**src/rtl/irq_kbd_pkg.sv**
```systemverilog
package irq_kbd_pkg;
  localparam int ROWS = 8;
  localparam int COLS = 8;
  localparam logic [7:0] MASKABLE_ACK = 8'h6C;
  localparam logic [7:0] NON_TIMER    = 8'hFC;
  localparam int GIE_BIT   = 0;
  localparam int TMR_EN    = 1;
  localparam int TMR_STA   = 0;
  localparam int KEY_STA   = 2;
  localparam int KWAIT_BIT = 7;

  // Interrupt request condition from enable and status bytes.
  function automatic logic irq_wanted(input logic [7:0] en, input logic [7:0] sta);
    logic others, timer;
    others = |(en & sta & NON_TIMER);
    timer  = en[TMR_EN] & sta[TMR_STA];
    return en[GIE_BIT] & (others | timer);
  endfunction
endpackage

```
**src/rtl/kbd_matrix.sv**
```systemverilog
module kbd_matrix #(
  parameter int ROWS = 8,
  parameter int COLS = 8
) (
  input  logic [ROWS*COLS-1:0] rows_n,
  input  logic [ROWS-1:0]      sel_n,
  output logic [COLS-1:0]      data,
  output logic                 any_down
);
  logic [COLS-1:0] stage [ROWS+1];
  assign stage[0] = '1;
  for (genvar r = 0; r < ROWS; r++) begin : g_row
    assign stage[r+1] = sel_n[r] ? stage[r] : (stage[r] & rows_n[r*COLS +: COLS]);
  end
  assign data     = stage[ROWS];
  assign any_down = ~&rows_n;
endmodule

```
**src/rtl/snooze_ctl.sv**
```systemverilog
module snooze_ctl (
  input  logic clk,
  input  logic rst_n,
  input  logic enter,
  input  logic tick,
  input  logic any_down,
  output logic snooze_o,
  output logic wake_o
);
  logic snz_q;
  assign wake_o   = snz_q & tick & any_down & ~enter;
  assign snooze_o = snz_q;

  always_ff @(posedge clk or negedge rst_n) begin
    if (!rst_n)      snz_q <= 1'b0;
    else if (enter)  snz_q <= 1'b1;
    else if (wake_o) snz_q <= 1'b0;
  end

  // tick with a key down while snoozing returns to awake
  p_wake_r7: assert property (@(posedge clk) disable iff (!rst_n)
    snz_q && tick && any_down && !enter |=> !snz_q);
  // no tick means no wake
  p_hold_r8: assert property (@(posedge clk) disable iff (!rst_n)
    snz_q && !tick |=> snz_q);
endmodule

```
**src/rtl/irq_gen.sv**
```systemverilog
module irq_gen
  import irq_kbd_pkg::*;
(
  input  logic       clk,
  input  logic       rst_n,
  input  logic [7:0] en_i,
  input  logic [7:0] sta_i,
  output logic       irq_o
);
  always_ff @(posedge clk or negedge rst_n) begin
    if (!rst_n) irq_o <= 1'b0;
    else        irq_o <= irq_wanted(en_i, sta_i);
  end

  // interrupt only after global enable was set
  p_gie_gate_r1: assert property (@(posedge clk) disable iff (!rst_n)
    irq_o |-> $past(en_i[GIE_BIT]));
endmodule

```
**src/rtl/irq_kbd_wake.sv**
```systemverilog
module irq_kbd_wake
  import irq_kbd_pkg::*;
#(
  parameter logic [7:0] PORT_CTRL = 8'h40,
  parameter logic [7:0] PORT_ACK  = 8'h41,
  parameter logic [7:0] PORT_KBD  = 8'h42
) (
  input  logic        clk,
  input  logic        rst_n,
  input  logic        bus_wr,
  input  logic        bus_rd,
  input  logic [15:0] bus_addr,
  input  logic [7:0]  bus_wdata,
  output logic [7:0]  bus_rdata,
  input  logic [63:0] key_rows,
  input  logic        tick_5ms,
  input  logic        rtc_flag,
  input  logic        evt_pulse,
  input  logic [4:0]  evt_lvl,
  output logic        irq,
  output logic        snooze
);
  logic [7:0] port;
  logic en_wr, ack_wr, sta_rd, kbd_rd;
  logic [7:0] en_q, sta, kdata, ack_bits;
  logic pend1_q, key_q, any_down, wake, enter;

  assign port   = bus_addr[7:0];
  assign en_wr  = bus_wr && (port == PORT_CTRL);
  assign ack_wr = bus_wr && (port == PORT_ACK);
  assign sta_rd = bus_rd && (port == PORT_CTRL);
  assign kbd_rd = bus_rd && (port == PORT_KBD);
  assign ack_bits = bus_wdata & MASKABLE_ACK;
  assign enter  = kbd_rd && en_q[KWAIT_BIT];

  assign sta = {evt_lvl, key_q, pend1_q, rtc_flag};

  kbd_matrix #(.ROWS(ROWS), .COLS(COLS)) u_kbd (
    .rows_n(key_rows), .sel_n(bus_addr[15:8]), .data(kdata), .any_down(any_down));

  snooze_ctl u_snz (
    .clk(clk), .rst_n(rst_n), .enter(enter), .tick(tick_5ms),
    .any_down(any_down), .snooze_o(snooze), .wake_o(wake));

  irq_gen u_irq (.clk(clk), .rst_n(rst_n), .en_i(en_q), .sta_i(sta), .irq_o(irq));

  always_comb begin
    if (sta_rd)      bus_rdata = sta;
    else if (kbd_rd) bus_rdata = kdata;
    else             bus_rdata = 8'hFF;
  end

  always_ff @(posedge clk or negedge rst_n) begin
    if (!rst_n) begin
      en_q    <= '0;
      pend1_q <= 1'b0;
      key_q   <= 1'b0;
    end else begin
      if (en_wr)       en_q <= bus_wdata;
      else if (ack_wr) en_q <= en_q & ~ack_bits;
      if (evt_pulse)   pend1_q <= 1'b1;
      else if (sta_rd) pend1_q <= 1'b0;
      if (wake)        key_q <= 1'b1;
      else if (ack_wr && ack_bits[KEY_STA]) key_q <= 1'b0;
    end
  end

  // acknowledged enable bits are removed
  p_ack_clear_r3: assert property (@(posedge clk) disable iff (!rst_n)
    ack_wr && bus_wdata[5] |=> !en_q[5]);
  // bits outside the mask are kept
  p_ack_keep_r3: assert property (@(posedge clk) disable iff (!rst_n)
    ack_wr |=> en_q[GIE_BIT] == $past(en_q[GIE_BIT]));
  // status read drops the bit 1 latch
  p_rd_clear_r4: assert property (@(posedge clk) disable iff (!rst_n)
    sta_rd && !evt_pulse |=> !pend1_q);
  // keyboard read with wait enabled enters snooze
  p_enter_r6: assert property (@(posedge clk) disable iff (!rst_n)
    enter |=> snooze);
  // wake raises the key flag
  p_keyflag_r7: assert property (@(posedge clk) disable iff (!rst_n)
    wake |=> key_q);
endmodule

```
**config.mk**
```make
export PLATFORM = sky130hd
export DESIGN_NAME = irq_kbd_wake
export DESIGN_NICKNAME = d
export VERILOG_FILES = /design/src/rtl/irq_kbd_pkg.sv /design/src/rtl/kbd_matrix.sv /design/src/rtl/snooze_ctl.sv /design/src/rtl/irq_gen.sv /design/src/rtl/irq_kbd_wake.sv
export SDC_FILE = /design/constraint.sdc
export NUM_CORES = 1
export LEC_CHECK = 0
export BUFFER_PORTS_ARGS = -buffer_cell sky130_fd_sc_hd__buf_2
export CAP_MARGIN = 20
export CELL_PAD_IN_SITES_DETAIL_PLACEMENT = 1
export CELL_PAD_IN_SITES_GLOBAL_PLACEMENT = 1
export CORE_MARGIN = 3
export CORE_UTILIZATION = 25
export CTS_CLUSTER_SIZE = 30
export DETAILED_ROUTE_END_ITERATION = 10
export GPL_TIMING_DRIVEN = 0
export PLACE_DENSITY = 0.82
export SLEW_MARGIN = 30
export SYNTH_ARGS = -nofsm -noshare
export SYNTH_HDL_FRONTEND = slang
export SYNTH_SLANG_ARGS = --single-unit
```
**constraint.sdc**
```tcl
create_clock -name clk -period 5.2 [get_ports clk]
set_clock_uncertainty 0.2 [all_clocks]
set_input_delay 0.26 -clock clk [delete_from_list [all_inputs] [get_ports clk]]
set_output_delay 0.26 -clock clk [all_outputs]
set_load 0.01 [all_outputs]
```
Yosys cells after proc, flatten, opt, wreduce, memory -nomap -nowiden. Index checks and enable logic that the tools add are counted.

Add/subtract/negate cells: 0. Order comparisons: 0. Bitwise logic cells: 17. Equality and inequality tests: 3. Reduce and logical (&&, ||, !) cells: 13. Divide/modulo/power cells: 0. Multipliers: 0. Shift-type cells: 0. Muxes and demuxes: 18.

Operator list (count): 8-bit two-way mux (12); 8-bit AND (9); 64-bit AND reduction (1); 8-bit by 7-bit equality test with 1-bit output (second input constant) (3); 7-bit NOT with 8-bit output (1); 2-bit nonzero test (4); 1-bit logical AND (6); 1-bit two-way mux (6); 6-bit OR reduction (1); 1-bit AND (5); 1-bit logical NOT (1); 1-bit NOT (1); 1-bit bitwise OR (1).

Memories: 0. Memory bits (read-only): 0. Latch bits: 0. Register bits: 12. Memory bits (writable): 0. Bits of input ports: 100. Output and inout bits: 10. Logic and storage cells: 56.

Longest topological paths before layout.
Depth after elaboration: 17. Gate-level depth with buffers: 5.

By module. From an unflattened synthesis, not the netlist that was laid out.

Cell total of the unflattened synthesis: 135. Area total of the unflattened synthesis: 1227.4 sq um.

By module, submodules not included: irq_kbd_wake (sequential area each 250.2 sq um, area an instance 609.3 sq um, times used 1, cells an instance 56); kbd_matrix (sequential area each 0.0 sq um, area an instance 509.2 sq um, times used 1, cells an instance 69); irq_gen (sequential area each 25.0 sq um, area an instance 60.1 sq um, times used 1, cells an instance 6); snooze_ctl (sequential area each 25.0 sq um, area an instance 48.8 sq um, times used 1, cells an instance 4).

Worst setup path after synthesis. Ideal clock, no wire load.

Kind: input port to output port. Start: in bus_addr[7]. End: out bus_rdata[0]. Required time: 4.740 ns. Slack: 3.115 ns. Arrival time: 1.625 ns. Buffers on the path: 1. Stages: 5. Cell sequence: or4b_4 -> nor4_2 -> nand2b_1 -> clkbuf_1 -> o22a_1.

Word-level cells in the longest chain between the ends: 4. Elaborated cells between the ends (all ways): 6.

Ends and longest elaborated chain: from (decl) (line irq_kbd_wake.sv:12) `input logic [15:0] bus_addr,`; 8-bit by 7-bit equality test with 1-bit output (line irq_kbd_wake.sv:32) `assign kbd_rd = bus_rd && (port == PORT_KBD);`; 1-bit logical AND (line irq_kbd_wake.sv:32); 8-bit two-way mux (line irq_kbd_wake.sv:49) `else if (kbd_rd) bus_rdata = kdata;`; 8-bit two-way mux * (line irq_kbd_wake.sv:48) `if (sta_rd) bus_rdata = sta;`; to (decl) (line irq_kbd_wake.sv:14) `output logic [7:0] bus_rdata,`.

Mark *: on every way between the ends. The rest lies on a longest branch, timed or not.

Final worst setup path.
Start: in bus_addr[7]. End: out bus_rdata[4].

The elaborated chain is that of the path after synthesis.

==> impl_metrics.json <==
{
  "status": "completed",
  "tritoncts": "yes",
  "maxCapViolCount": 0,
  "n_fill_cell": 541,
  "max_freq_mhz": 406,
  "ys_seq_area_share_pct": 27.5,
  "avgSynthCellArea_um2": 8.75,
  "wl_met2_mm": 2.49,
  "place_hpwl_mm": 4.57,
  "p_leak_nw": 0.781,
  "grt_usage_pct": 20.0,
  "core-area_um2": 4120,
  "fp-row-count": 23,
  "hold_depth": 2,
  "antenna_found_initial": 0,
  "netlist_instances": 125,
  "die_area_um2": 5200,
  "clk_latency_ns": 0.24,
  "hold_viol": 0,
  "fin_crit_sh_pct": 47.4,
  "layout_commonest_cell": "buf_2",
  "via_count": 1662,
  "end_kind": "primary output",
  "cp.required_ns": 4.74,
  "hold_start": "bus_wdata[0]",
  "drt-total-wl_mm": 5.35,
  "grt_pass1_wl_mm": 8.22,
  "fp.dieW_um": 72.1,
  "yosys_warnings": 0,
  "grt_pass1_vias": 1774,
  "irDropWorstVdd_mv": 0.0605,
  "avgRoutedWirePerCell_um": 19.0,
  "n_antenna_cell": 0,
  "root_buffer": "clkbuf_8",
  "path_max_fanout": 9,
  "cts.reportedPaths.clkPinSlew_ns": 0.05,
  "ys_types": 26,
  "htreeDepth": 1,
  "rsz0062_at_grt": "no",
  "relSlewSlack_pct": 58.3,
  "drt-met1-wl_mm": 2.32,
  "syn_area_um2": 1090,
  "ys_seq_elements": 12,
  "ant_nets": 0,
  "pre_cts_ws_ns": 2.74,
  "avgViaCountPerCell": 5.89,
  "cp_data_arrival_time_ns": 2.00,
  "place_congestion": 0.877,
  "drt-pass1-iter-count": 5,
  "drcViolationCount": 0,
  "layout-drive-gt1-share_pct": 50.9,
  "worst_pin_slew_ns": 0.620,
  "highest_layer": "met4",
  "setup_violations": 0,
  "drtIter0Drc": 47,
  "worstReg2RegEnd": "u_irq.irq_o",
  "period_needed_ns": 2.46,
  "fp.dieH_um": 72.1,
  "cts.sinks": 12,
  "setup_slack_ns": 2.74,
  "tns_ns": 0,
  "worstHoldPathType": "in -> reg",
  "postCtsSetupBuffers": 0,
  "r2r_slack_ns": 4.04,
  "port_buffers": 101,
  "reg2reg_depth": 2,
  "initial_core_util_pct": 26.6,
  "num_io_pins": 110,
  "layout_common_cells": "buf_2, o22ai_1, nand4_1",
  "grt_max_degree": 13,
  "syn2layout_area_growth_pct": 58.8,
  "holdBufCountCts": 2,
  "worstSetupPathType": "in -> out",
  "numCtsBuffers": 3,
  "start_kind": "primary input",
  "slew_viol_final": 0,
  "nets": 333,
  "met3_length_um": 414,
  "power.density_nw_per_um2": 166,
  "gr-total-overflow": 0,
  "synth_nets": 225,
  "r2r-start": "en_q[3]",
  "clock_path_buffers": 2,
  "hold_end": "en_q[0]",
  "cts.repair.resized": 0
}
[cell usage after synthesis]
| cell | n | area (um^2) |
|---|---|---|
| o22ai_1 | 32 | 200 |
| clkbuf_1 | 8 | 30.0 |
| nand2_1 | 3 | 11.3 |
| buf_6 | 1 | 11.3 |
| a31o_2 | 1 | 8.76 |
| inv_1 | 2 | 7.51 |
| a31oi_1 | 3 | 18.8 |
| nand3b_1 | 1 | 7.51 |
| o22a_1 | 8 | 70.1 |
| or4b_4 | 1 | 13.8 |
| nand2b_1 | 2 | 12.5 |
| a21o_1 | 1 | 7.51 |
| nor4_1 | 13 | 81.3 |
| nor4_2 | 1 | 12.5 |
| buf_1 | 1 | 3.75 |
| or4_4 | 1 | 11.3 |
| a21boi_0 | 3 | 22.5 |
| a22o_1 | 1 | 8.76 |
| mux2_4 | 7 | 105 |
| or3b_2 | 1 | 8.76 |
| dfrtp_1 | 12 | 300 |
| a21oi_1 | 1 | 5.00 |
| a22oi_1 | 2 | 15.0 |
| a222oi_1 | 1 | 10.0 |
| nand4_1 | 17 | 106 |
| nor2_1 | 1 | 3.75 |
[registers in the layout, summed over array words and instances (netlist names)]
signal,count
en_q,8
key_q,1
pend1_q,1
u_irq.irq_o,1
u_snz.snooze_o,1
[layer usage]
layer  track usage [%]  vias up
met5                 0        -
met4              6.26        0
met3              3.88       19
met2              33.1      105
met1              26.1      776
li1                  -      762
[through the flow]
step           utilization (%)  hold WS (ns)  instance area, um^2  std cells  total power, mW
2_1_floorplan                -        -0.236                 1090        125            0.132
3_3_place_gp              40.4       -0.0515                 1660        276            0.185
3_5_place_dp              40.4       -0.0443                 1660        276            0.187
4_1_cts                   42.2        0.0445                 1740        282            0.291
5_1_grt                   42.2        0.0498                 1740        282            0.305
6_report                  42.2        0.0505                 1740        282            0.288
[cell families after synthesis]
kind of cell    after synthesis  synth area share [%]
mux                           7                  9.61
buf+inv                      12                  4.81
compound gates               53                  33.5
flops                        12                  27.5
simple gates                 41                  24.6
[power by group]
group	internal [mW]	switching [mW]	leakage [nW]
sequential	0.0969	0.00218	0.161
clock	0.0668	0.0339	0.0288
combinational	0.0451	0.0432	0.591
total	0.209	0.0793	0.781
[critical path, stage by stage]
cell	delay [ns]
buf_2	0.10
or4b_4	0.55
nor4_2	0.37
nand2b_1	0.10
clkbuf_1	0.23
o22a_1	0.25
buf_2	0.14
[worst max-delay path by stage]
stage	start	to	slack, ns
floorplan	bus_addr[7]	bus_rdata[0]	3.12
global placement	bus_addr[7]	bus_rdata[0]	2.78
detailed placement	bus_addr[7]	bus_rdata[4]	2.74
CTS	bus_addr[7]	bus_rdata[4]	2.73
global route	bus_addr[7]	bus_rdata[0]	2.63
finish	bus_addr[7]	bus_rdata[4]	2.74
[area by class of cell]
type                       count  area [um^2]  area share [%]
sequential                    12          300            17.3
tap                           50         62.6            3.60
clock buffer                   4         55.1            3.17
multi-input combinational    101          741            42.7
timing repair buffer         103          526            30.3
inverter                       2         7.51           0.432
buffer                        10         45.0            2.59
Power figures use the tool's default switching activity.
